<file path="src/rtl/dma_sched_pkg.sv">
package dma_sched_pkg;

  localparam int CFG_W    = 32;
  localparam int REQ_W    = 32;
  localparam int EN_BIT   = 0;
  localparam int HALT_BIT = 18;
  localparam int SRC_LSB  = 1;
  localparam int DST_LSB  = 6;
  localparam int FLOW_LSB = 11;

  typedef enum logic {SC_IDLE, SC_HOLD} sc_state_e;

  function automatic logic [2:0] cfg_flow(input logic [CFG_W-1:0] c);
    return c[FLOW_LSB +: 3];
  endfunction

  function automatic logic [4:0] cfg_src(input logic [CFG_W-1:0] c);
    return c[SRC_LSB +: 5];
  endfunction

  function automatic logic [4:0] cfg_dst(input logic [CFG_W-1:0] c);
    return c[DST_LSB +: 5];
  endfunction

  // request condition for the memory/peripheral flow types 0..3
  function automatic logic flow_req_met(input logic [1:0] fl,
                                        input logic [REQ_W-1:0] req,
                                        input logic [4:0] src,
                                        input logic [4:0] dst);
    logic s_ok, d_ok;
    s_ok = req[src];
    d_ok = req[dst];
    case (fl)
      2'd0:    return 1'b1;
      2'd1:    return d_ok;
      2'd2:    return s_ok;
      default: return s_ok & d_ok;
    endcase
  endfunction

endpackage

</file>
<file path="src/rtl/chan_elig.sv">
module chan_elig
  import dma_sched_pkg::*;
#(
  parameter int CNT_W = 12
) (
  input  logic [CFG_W-1:0] cfg,
  input  logic [CNT_W-1:0] cnt,
  input  logic [REQ_W-1:0] req,
  output logic             elig,
  output logic             unsup
);
  logic       active;
  logic [2:0] fl;
  logic       unused_cfg_bits;

  assign unused_cfg_bits = ^{cfg[CFG_W-1:HALT_BIT+1], cfg[HALT_BIT-1:FLOW_LSB+3]};
  assign active = cfg[EN_BIT] & ~cfg[HALT_BIT];
  assign fl     = cfg_flow(cfg);
  assign unsup  = active & fl[2];
  assign elig   = active & ~fl[2] & (cnt != '0)
                & flow_req_met(fl[1:0], req, cfg_src(cfg), cfg_dst(cfg));
endmodule

</file>
<file path="src/rtl/scan_pick.sv">
module scan_pick #(
  parameter int NCH   = 8,
  parameter int IDX_W = 3
) (
  input  logic [NCH-1:0]   cand,
  input  logic [IDX_W-1:0] ptr,
  output logic             found,
  output logic [IDX_W-1:0] idx
);
  logic             hi_hit;
  logic [IDX_W-1:0] hi_idx, lo_idx;

  always_comb begin
    hi_hit = 1'b0;
    hi_idx = '0;
    lo_idx = '0;
    for (int i = NCH - 1; i >= 0; i--) begin
      if (cand[i]) begin
        lo_idx = IDX_W'(i);
        if (i >= int'(ptr)) begin
          hi_hit = 1'b1;
          hi_idx = IDX_W'(i);
        end
      end
    end
  end

  assign found = |cand;
  assign idx   = hi_hit ? hi_idx : lo_idx;
endmodule

</file>
<file path="src/rtl/dma_chan_sched.sv">
module dma_chan_sched
  import dma_sched_pkg::*;
#(
  parameter int NCH   = 8,
  parameter int CNT_W = 12,
  localparam int IDX_W = (NCH > 1) ? $clog2(NCH) : 1
) (
  input  logic                 clk,
  input  logic                 rst_n,
  input  logic                 glb_en,
  input  logic [NCH*CFG_W-1:0] chan_cfg,
  input  logic [NCH*CNT_W-1:0] chan_cnt,
  input  logic [REQ_W-1:0]     req_single,
  input  logic [REQ_W-1:0]     req_burst,
  input  logic                 xfer_done,
  output logic [NCH-1:0]       grant,
  output logic [IDX_W-1:0]     grant_id,
  output logic [NCH-1:0]       flow_err
);
  logic [REQ_W-1:0] req_all;
  logic [NCH-1:0]   elig_vec, unsup_vec, cand_vec;
  logic             pick_found;
  logic [IDX_W-1:0] pick_idx, scan_ptr;
  sc_state_e        st;

  assign req_all = req_single | req_burst;

  for (genvar c = 0; c < NCH; c++) begin : g_chan
    chan_elig #(.CNT_W(CNT_W)) u_elig (
      .cfg  (chan_cfg[c*CFG_W +: CFG_W]),
      .cnt  (chan_cnt[c*CNT_W +: CNT_W]),
      .req  (req_all),
      .elig (elig_vec[c]),
      .unsup(unsup_vec[c])
    );
  end

  assign cand_vec = glb_en ? elig_vec  : '0;
  assign flow_err = glb_en ? unsup_vec : '0;

  scan_pick #(.NCH(NCH), .IDX_W(IDX_W)) u_pick (
    .cand (cand_vec),
    .ptr  (scan_ptr),
    .found(pick_found),
    .idx  (pick_idx)
  );

  always_ff @(posedge clk or negedge rst_n) begin
    if (!rst_n) begin
      st       <= SC_IDLE;
      grant    <= '0;
      grant_id <= '0;
      scan_ptr <= '0;
    end else begin
      case (st)
        SC_IDLE: if (pick_found) begin
          grant    <= NCH'(1) << pick_idx;
          grant_id <= pick_idx;
          scan_ptr <= pick_idx;
          st       <= SC_HOLD;
        end
        default: if (xfer_done) begin
          grant <= '0;
          st    <= SC_IDLE;
        end
      endcase
    end
  end
endmodule

</file>
<file path="config.mk">
export PLATFORM = sky130hd
export DESIGN_NAME = dma_chan_sched
export DESIGN_NICKNAME = d
export VERILOG_FILES = /design/src/rtl/dma_sched_pkg.sv /design/src/rtl/chan_elig.sv /design/src/rtl/scan_pick.sv /design/src/rtl/dma_chan_sched.sv
export SDC_FILE = /design/constraint.sdc
export NUM_CORES = 1
export LEC_CHECK = 0
export ABC_AREA = 1
export CAP_MARGIN = 20
export CORE_AREA = 2 2 168 170
export DETAILED_ROUTE_END_ITERATION = 10
export DIE_AREA = 0 0 170 172
export HOLD_SLACK_MARGIN = 0.15
export PLACE_DENSITY = 0.61
export SYNTH_ARGS = -nofsm -noshare
export SYNTH_HDL_FRONTEND = slang
export SYNTH_SLANG_ARGS = --single-unit
</file>
<file path="constraint.sdc">
create_clock -name clk -period 4.2 [get_ports clk]
set_input_delay 0.84 -clock clk [delete_from_list [all_inputs] [get_ports clk]]
set_output_delay 0.84 -clock clk [all_outputs]
set_load 0.01 [all_outputs]
</file>
==> impl_results.md <==
- Worst Path Max Fanout: 17
- Initial Utilization: 26.4%
- Ports: 439
- Routed wire length: 36600 um
- Initial antenna violation count: 1
- Post-Syn Nets: 1896
- Rel. slew slack: 54.2%
- H-tree Lvls: 1
- Ranking of synthesized cells by area: nand2_1, nand3_1, buf_4
- Core Area: 27500 um2
- # nets final: 2137
- CTS sink count: 12
- Post-synthesis sequential area ratio: 4.15%
- CTS Buf Count: 3
- Yosys top cell by area: nand2_1
- Startpoint types: input pin
- Clk_lat worst skew: 0.24 ns
- Share of layout cells above drive strength 1: 6.24%
- Die ar.: 29200 um2
- RR Endpoint: grant[7]$_DFFE_PN0P_
- Hold buffer count at CTS: 0
- CP most frequent cell: nand3_1
- Final hold viol count: 0
- CP Launch Point: chan_cfg[230]
- Drt first pass iters: 6
- # rows: 61
- Synth Register Bits: 12
- Reg2reg path depth: 13
- LEAKAGE: 4.54 nW
- F_max: 280 MHz
- Count of cell types in the netlist: 27
- Setup-failing EPs final: 0
- Post-route ant nets: 0
- First-pass GRT wire length: 53600 um
- Worst hold margin: 0.478 ns
- Vias in the first global route: 9489
- Slew @ Worst Pin: 0.684 ns
- Synthesized area per cell: 4.91 um2
- Final period utilization: 85.1%
- CTS tree: built
- PostCTS Resize Cnt: 0
- Max-cap violations: 0
- Synth top area share: 37.1%
- Post-route minimum period: 3.57 ns
- Worst r2r src: scan_ptr[2]$_DFFE_PN0P_
- Chip width: 170 um
- Crit end category: register
- Chip Height: 172 um
- Synthesis warning total: 0
- PwrDens: 146 nW/um2
- Vias per cell: 5.24
- RSZ-0062 raised after global routing: false
- Tot GR Track Use: 23.4%
- Flop2flop setup slack: 2.41 ns
- Total gr overflow: 0
- Clk buf depth: 2
- Layout area overhead: 41.9%
- Hpwl dp: 26800 um
- Worst min-delay path class: register to register
- Pins over their slew limit: 0
- Setup crit end: grant[7]$_DFFE_PN0P_
- Clock-pin slew on the worst setup and hold paths: 0.04 ns
- Outcome: completed
- Crit-path slowest cell: clkdlybuf4s50_1
- Residual DRC: 0
- Post-CTS setup buffer count: 0
- Via count: 10800
- PortBufs: 302
- Worst IR drop on VDD: 0.125 mV
- Critical Path, Cell by Cell: clkdlybuf4s50_1 -> inv_4 -> nand2_1 -> nand3_1 -> nand3_1 -> nand2_1 -> nand2_1 -> nand3_1 -> nand3_1 -> nand3_1 -> nand2_1 -> nor2_2 -> nand2_2 -> inv_2 -> nor2_2 -> nand2_2 -> nand2_2 -> nand3_1 -> nand2_1
- Crit path largest cell delay: 0.73 ns
- GPL Wtd Cong: 0.916
- Setup TNS: 0 ns
- Hold path depth: 2
- CP arrival: 3.70 ns
- Initial detailed-routing violation count: 1504
- Skew final: 0.000906 ns
- Largest net degree at the start of global routing: 19
- Mapped Cells: 1476
- Drt wl/cell: 17.7 um
- Clock Tree Root: clkbuf_16
- Setup CP Type: input pin to register
- WP data required: 4.32 ns
- Synth Cell Area: 7240 um2
Yosys cell counts:
cell      count
dfrtp_1      12
nor2_2        3
or3_1         8
a21oi_2       2
a31oi_1       8
o211ai_1      5
nand3_2       4
inv_1        76
nor2_4       34
buf_6        19
o21ai_0       3
o21ai_1       2
inv_4        10
a21oi_1       9
nand3b_1      7
nand2_2       6
o211ai_2      2
nand2_1     716
buf_4        51
nand2_4       1
nor4_1       24
buf_2        25
inv_2        12
nand4_1      11
a21oi_4       1
nor2_1       14
nand3_1     411
logic make-up after synthesis:
logic type	share of synthesized area (%)
AND/OR/NAND/NOR	77.5
AO/OA/AOI/OAI	2.99
buffers and inverters	15.4
flip-flops	4.15
cell usage in the layout (no fill, tap or decap), types with 4 or more instances in the layout:
cell and count:
a21oi_1 9, inv_4 10, nand3b_1 7, buf_4 29, a31oi_1 8, nor2_4 34
nand3_1 411, nand2_1 716, or3_1 8, nand4_1 11, nand2_2 6, o211ai_1 5
inv_1 76, nor2_1 14, inv_2 12, clkdlybuf4s50_1 302, nor4_1 24, dfrtp_1 12
nand3_2 4
stage by stage:
stage                     instances  setup WS (ns)  utilization, %  total power [mW]  cell area (um2)
final                          2063          0.628            37.4              1.50            10300
after CTS                      2061          0.699            37.4              1.49            10300
after global routing           2061          0.341            37.4              1.61            10300
after global placement         2058          0.533            37.1              1.30            10200
after floorplan                1476           1.70               -             0.788             7240
after detailed placement       2058          0.473            37.1              1.31            10200
worst min-delay path by stage:
stage | endpoint | startpoint
floorplan | grant[1]$_DFFE_PN0P_ | grant[1]$_DFFE_PN0P_
CTS | grant[0]$_DFFE_PN0P_ | grant[0]$_DFFE_PN0P_
global route | grant[2]$_DFFE_PN0P_ | grant[2]$_DFFE_PN0P_
global placement | grant[0]$_DFFE_PN0P_ | grant[0]$_DFFE_PN0P_
detailed placement | grant[0]$_DFFE_PN0P_ | grant[0]$_DFFE_PN0P_
finish | grant[0]$_DFFE_PN0P_ | grant[0]$_DFFE_PN0P_
final cells by class:
class,instances,area (um2)
fill,3039,17200
tap,346,433
inverter,98,393
sequential,12,300
timing repair buffer,331,3240
multi-input combinational,1271,5830
antenna,2,5.00
clock buffer,3,75.1
sequential cells by signal, indices dropped and copies added (netlist names):
name and count:
grant 8, st 1, scan_ptr 3
worst max-delay path: cells and delay by family:
| kind | cells | cell delay [ns] |
|---|---|---|
| buffers and inverters | 3 | 1.13 |
| AND/OR/NAND/NOR | 16 | 1.73 |
power by group:
group | switching [mW] | internal, mW
clock network | 0.0473 | 0.124
logic | 0.645 | 0.512
registers | 0.0269 | 0.143
metal layers:
layer  GRT usage [%]  part of all wire, %
met4            5.87                  2.3
met3            3.80                  9.6
met2            36.2                   45
met1            33.7                   43
met5               0                    0
(Power assumes the default switching activity.)
